## src/rtl/osc_stab_pkg.sv

```systemverilog
package osc_stab_pkg;

    typedef enum logic [1:0] {
        OSC_OFF    = 2'd0,
        OSC_WARM   = 2'd1,
        OSC_STABLE = 2'd2
    } osc_state_t;

    localparam int unsigned NUM_THR = 5;

endpackage

```

## src/rtl/osc_ctrl_reg.sv

```systemverilog
module osc_ctrl_reg #(
    parameter int unsigned ADDR_W    = 8,
    parameter int unsigned DATA_W    = 8,
    parameter logic [7:0]  CTRL_ADDR = 8'hA2
) (
    input  logic              clk,
    input  logic              rst_n,
    input  logic [ADDR_W-1:0] bus_addr,
    input  logic              bus_wr,
    input  logic [DATA_W-1:0] bus_wdata,
    input  logic [DATA_W-1:0] bus_wmask,
    input  logic              ring_sel,
    output logic              stop_flag
);

    localparam int unsigned STOP_BIT = DATA_W - 1;

    logic hit;
    assign hit = bus_wr && (bus_addr == CTRL_ADDR[ADDR_W-1:0]) && bus_wmask[STOP_BIT];

    always_ff @(posedge clk or negedge rst_n) begin
        if (!rst_n) begin
            stop_flag <= 1'b0;
        end else if (hit) begin
            if (!bus_wdata[STOP_BIT])
                stop_flag <= 1'b0;
            else if (ring_sel)
                stop_flag <= 1'b1;
        end
    end

    AST_STOP_GATED: assert property (@(posedge clk) disable iff (!rst_n)
        (!ring_sel && !stop_flag) |=> !stop_flag);

endmodule

```

## src/rtl/osc_stab_fsm.sv

```systemverilog
module osc_stab_fsm
    import osc_stab_pkg::*;
#(
    parameter int unsigned THR_EXP [NUM_THR] = '{11, 13, 14, 15, 16}
) (
    input  logic               clk,
    input  logic               rst_n,
    input  logic               halt,
    input  logic               tick,
    output logic               osc_en,
    output logic [NUM_THR-1:0] status
);

    localparam int unsigned CNT_W = THR_EXP[NUM_THR-1] + 1;
    localparam logic [CNT_W-1:0] SAT = CNT_W'(1) << THR_EXP[NUM_THR-1];

    osc_state_t state, state_nx;
    logic [CNT_W-1:0] cnt;

    always_comb begin
        state_nx = state;
        unique case (state)
            OSC_OFF:    if (!halt) state_nx = OSC_WARM;
            OSC_WARM:   if (halt) state_nx = OSC_OFF;
                        else if (tick && cnt == SAT - 1'b1) state_nx = OSC_STABLE;
            OSC_STABLE: if (halt) state_nx = OSC_OFF;
            default:    state_nx = OSC_OFF;
        endcase
    end

    always_ff @(posedge clk or negedge rst_n) begin
        if (!rst_n) state <= OSC_WARM;
        else        state <= state_nx;
    end

    always_ff @(posedge clk or negedge rst_n) begin
        if (!rst_n)
            cnt <= '0;
        else if (halt || state == OSC_OFF)
            cnt <= '0;
        else if (state == OSC_WARM && tick)
            cnt <= cnt + 1'b1;
    end

    always_comb begin
        osc_en = (state != OSC_OFF);
    end

    for (genvar i = 0; i < NUM_THR; i++) begin : g_thr
        assign status[NUM_THR-1-i] = (cnt >= (CNT_W'(1) << THR_EXP[i]));
    end

    AST_NO_OVERFLOW: assert property (@(posedge clk) disable iff (!rst_n)
        cnt <= SAT);
    AST_STICKY: assert property (@(posedge clk) disable iff (!rst_n)
        !halt |=> ((status & $past(status)) == $past(status)));
    AST_HALT_CLEARS: assert property (@(posedge clk) disable iff (!rst_n)
        halt |=> (status == '0 && !osc_en));
    AST_THERMO_LEGAL: assert property (@(posedge clk) disable iff (!rst_n)
        status inside {5'b00000, 5'b10000, 5'b11000, 5'b11100, 5'b11110, 5'b11111});
    AST_STABLE_FULL: assert property (@(posedge clk) disable iff (!rst_n)
        (state == OSC_STABLE) |-> (status == '1));

endmodule

```

## src/rtl/osc_stab_ctrl.sv

```systemverilog
module osc_stab_ctrl
    import osc_stab_pkg::*;
#(
    parameter int unsigned ADDR_W    = 8,
    parameter int unsigned DATA_W    = 8,
    parameter logic [7:0]  CTRL_ADDR = 8'hA2,
    parameter logic [7:0]  STAT_ADDR = 8'hA3
) (
    input  logic              clk,
    input  logic              rst_n,
    input  logic [ADDR_W-1:0] bus_addr,
    input  logic              bus_wr,
    input  logic [DATA_W-1:0] bus_wdata,
    input  logic [DATA_W-1:0] bus_wmask,
    output logic [DATA_W-1:0] bus_rdata,
    input  logic              ring_sel,
    input  logic              sub_stop_req,
    input  logic              stop_mode,
    input  logic              osc_tick,
    output logic              osc_en
);

    logic               stop_flag;
    logic               halt;
    logic [NUM_THR-1:0] status;

    osc_ctrl_reg #(
        .ADDR_W(ADDR_W), .DATA_W(DATA_W), .CTRL_ADDR(CTRL_ADDR)
    ) u_ctrl (
        .clk(clk), .rst_n(rst_n), .bus_addr(bus_addr), .bus_wr(bus_wr),
        .bus_wdata(bus_wdata), .bus_wmask(bus_wmask), .ring_sel(ring_sel),
        .stop_flag(stop_flag)
    );

    assign halt = stop_flag | sub_stop_req | stop_mode;

    osc_stab_fsm u_fsm (
        .clk(clk), .rst_n(rst_n), .halt(halt), .tick(osc_tick),
        .osc_en(osc_en), .status(status)
    );

    always_comb begin
        bus_rdata = '0;
        if (bus_addr == CTRL_ADDR[ADDR_W-1:0])
            bus_rdata[DATA_W-1] = stop_flag;
        else if (bus_addr == STAT_ADDR[ADDR_W-1:0])
            bus_rdata[NUM_THR-1:0] = status;
    end

    always_comb begin
        if (rst_n && bus_addr == CTRL_ADDR[ADDR_W-1:0])
            AST_CTRL_LOW_ZERO: assert (bus_rdata[DATA_W-2:0] == '0);
    end

    AST_EN_FOLLOWS_HALT: assert property (@(posedge clk) disable iff (!rst_n)
        !halt |=> osc_en);

endmodule

```

## config.mk

```make
export PLATFORM = sky130hd
export DESIGN_NAME = osc_stab_ctrl
export DESIGN_NICKNAME = d
export VERILOG_FILES = /design/src/rtl/osc_stab_pkg.sv /design/src/rtl/osc_ctrl_reg.sv /design/src/rtl/osc_stab_fsm.sv /design/src/rtl/osc_stab_ctrl.sv
export SDC_FILE = /design/constraint.sdc
export NUM_CORES = 1
export LEC_CHECK = 0
export BUFFER_PORTS_ARGS = -buffer_cell sky130_fd_sc_hd__buf_2
export CAP_MARGIN = 15
export CORE_ASPECT_RATIO = 1.4
export CORE_MARGIN = 2
export CORE_UTILIZATION = 53
export DETAILED_ROUTE_END_ITERATION = 10
export PLACE_DENSITY = 0.84
export RECOVER_POWER = 100
export SLEW_MARGIN = 20
export SYNTH_ARGS = -nofsm -noshare
export SYNTH_HDL_FRONTEND = slang
export SYNTH_SLANG_ARGS = --single-unit
```

## constraint.sdc

```tcl
create_clock -name clk -period 2.98 [get_ports clk]
set_clock_uncertainty 0.15 [all_clocks]
set_input_delay 0.447 -clock clk [delete_from_list [all_inputs] [get_ports clk]]
set_output_delay 0.447 -clock clk [all_outputs]
set_load 0.005 [all_outputs]
```

==> results.tsv <==
metric	value	unit
status	finished clean	
Slew Limit Fails	0	
Die Footprint	0.00261	mm^2
routability cong.	0.716	
Global Route Usage Sum	0.200	
num ports	40	
Buffers on Ports	23	
post-route DRC violation count	0	
# rows	20	
share of the synthesized area in the top cell type	0.406	
slew at the pin closest to its max-slew limit	1070	ps
Commonest cells post-synth	dfrtp_1, nor2_1, nand2_1	
Peak VDD IR	339	uV
Synth cell types	36	
Avg WL per Cell	13.0	um
clk buf depth	2	
largest net degree at the start of global routing	21	
Final Power	0.521	mW
Synth-to-Final Area Change	11.3	%
Max Fanout on Critical Path	11	
Mapped Area	0.00117	mm^2
worst hold path class	input port to flip-flop	
main area contributors after synthesis	dfrtp_1, nor2_1, xnor2_1	
chip height	59.6	um
share of post-route cells with drive strength above 1	0.164	
root buf cell	clkbuf_4	
Fin. Hold Viols	0	
CTS tree	done	
CTS H-tree lvls	1	
HPWL Detailed	1680	um
final sum of negative setup slack	0	ps
setup violators final	0	
CP arrival	2350	ps
unrepaired setup endpoints after global routing	false	
post-synth top area cell	dfrtp_1	
CP startpoint kind	flip-flop	
Ant. Diodes	0	
setup bufs post-CTS	0	
GRT overflow	0	
Crit Path Class	flip-flop to flip-flop	
Die Width	43.7	um
Vias	996	
YS warnings	0	
number of synthesized register bits	20	
clk sinks	20	
Relative slew margins	0.288	
Routed Antenna Nets	0	
Crit. End Element	flip-flop	
Initial Util	0.551	
maximum capacitance violations	0	
Worst Path Required	3050	ps
routed vias/inst	5.72	
average cell area after synthesis	9.08	um^2
non-filler cells, final	174	
Final min period	2280	ps
initial antenna violation count	0	
Inst Count DP	169	
first-pass GRT wire length	3840	um
nets	187	
sequential share of the synthesized area	0.428	
Core ar.	0.00213	mm^2
Cell Pwr Density	399	mW/mm^2
total CTS buffers	3	
Iteration-0 DRC Markers	31	
fin crit share	0.765	
routed wire length	2260	um
Post-synth EDFFs	0	
asr flop ratio synth	1.00	
Clk Latency, worst-skew pair	300	ps
1st-pass router iterations	4	
clock slew seen by the registers of the worst setup and hold paths	110	ps
Pleak	0.497	nW
Mapped Cells	129	
Synth Flop Type	dfrtp_1	
vias in the first global route	938	
Fin Hold WS	214	ps
Fmax	0.439	GHz
==> kinds of logic (layout without fill, tap and decap cells) <==
| kind of cell | Yosys count | after routing | share of synthesized area |
|---|---|---|---|
| buffers and inverters | 11 | 33 | 0.0545 |
| xor gates and xnor gates | 8 | 8 | 0.0598 |
| DFF | 20 | 20 | 0.428 |
| adders and majority gates | 3 | 3 | 0.0321 |
| AOI/OAI and AO/OA | 16 | 16 | 0.0748 |
| muxes | 2 | 2 | 0.0182 |
| and+or+nand+nor | 68 | 68 | 0.329 |
| other | 1 | 2 | 0.00320 |
==> flip-flops by register name (all words and copies together), names as in the netlist <==
signal,flops
u_fsm.state,2
u_fsm.cnt,17
u_ctrl.stop_flag,1
==> worst paths after layout <==
path | start | to | slack, ps | depth (start not counted)
setup / recovery | u_fsm.state[0] | u_fsm.cnt[15] | 700 | 4
hold / removal | ring_sel | u_ctrl.stop_flag | 210 | 3
setup reg to reg | u_fsm.state[0] | u_fsm.cnt[15] | 700 | 4
hold reg to reg | u_fsm.state[1] | u_fsm.state[0] | 320 | 1
max in group asynchronous | rst_n | u_ctrl.stop_flag | 1340 | 2
min in group asynchronous | rst_n | u_fsm.cnt[5] | 690 | 2
==> cells in the final DEF, fill, tap and decap left out, drive strengths merged <==
cell          n
buf          16
xor2          2
nand2        11
and4          1
o21ai         4
nor3b         1
or4           2
mux2i         1
nand3         5
conb          2
dfstp         1
nand4         6
nor4b         1
o31ai         2
nand2b        1
nor4          5
dfrtp        19
bufinv        1
inv           5
nor2         19
ha            3
and3b         1
a21oi         9
nand3b        1
xnor2         6
or2           1
nor3          4
nor4bb        1
a211oi        1
clkbuf       10
or3           7
dlygate4sd3   1
and3          1
mux2          1
==> worst max-delay path, cell delays in order (launching register included) <==
cell and delay (ps):
dfstp_1 580, nand3b_1 290, or3_1 510, or4_1 500
a21oi_1 170
==> per-stage QoR <==
| stage | area, um^2 | setup slack, ps | util |
|---|---|---|---|
| 2_1_floorplan | 1170 | 1060 | - |
| 3_3_place_gp | 1270 | 870 | 0.598 |
| 3_5_place_dp | 1270 | 816 | 0.598 |
| 4_1_cts | 1340 | 818 | 0.628 |
| 5_1_grt | 1300 | 561 | 0.613 |
| 6_report | 1300 | 702 | 0.613 |
==> area by class of cell <==
type                    instances  area, um^2
well taps                      22        27.5
repair buffers                 24         116
flip-flops and latches         20         502
fillers                       182         823
inverters                       5        18.8
clock buffers                   3        22.5
multi-input cells              99         587
clock inverters                 1        30.0
==> layer usage <==
layer / share of wire / global-route usage / up-vias
met4: 0.019 / 0.121 / 0
met2: 0.55 / 0.345 / 15
li1: - / - / 501
met3: 0.017 / 0.0427 / 4
met1: 0.41 / 0.221 / 476
met5: 0 / 0 / -
==> repair_timing <==
item,4_1_cts,5_1_grt
hold buffers,1,0
hold endpoints to repair,19,0
gates resized for setup,0,0
==> power by group <==
group	internal [mW]	switching, mW
clock	0.136	0.0835
combinational	0.0120	0.0158
sequential	0.272	0.000893
No activity file was read; power rests on OpenSTA's default activity.
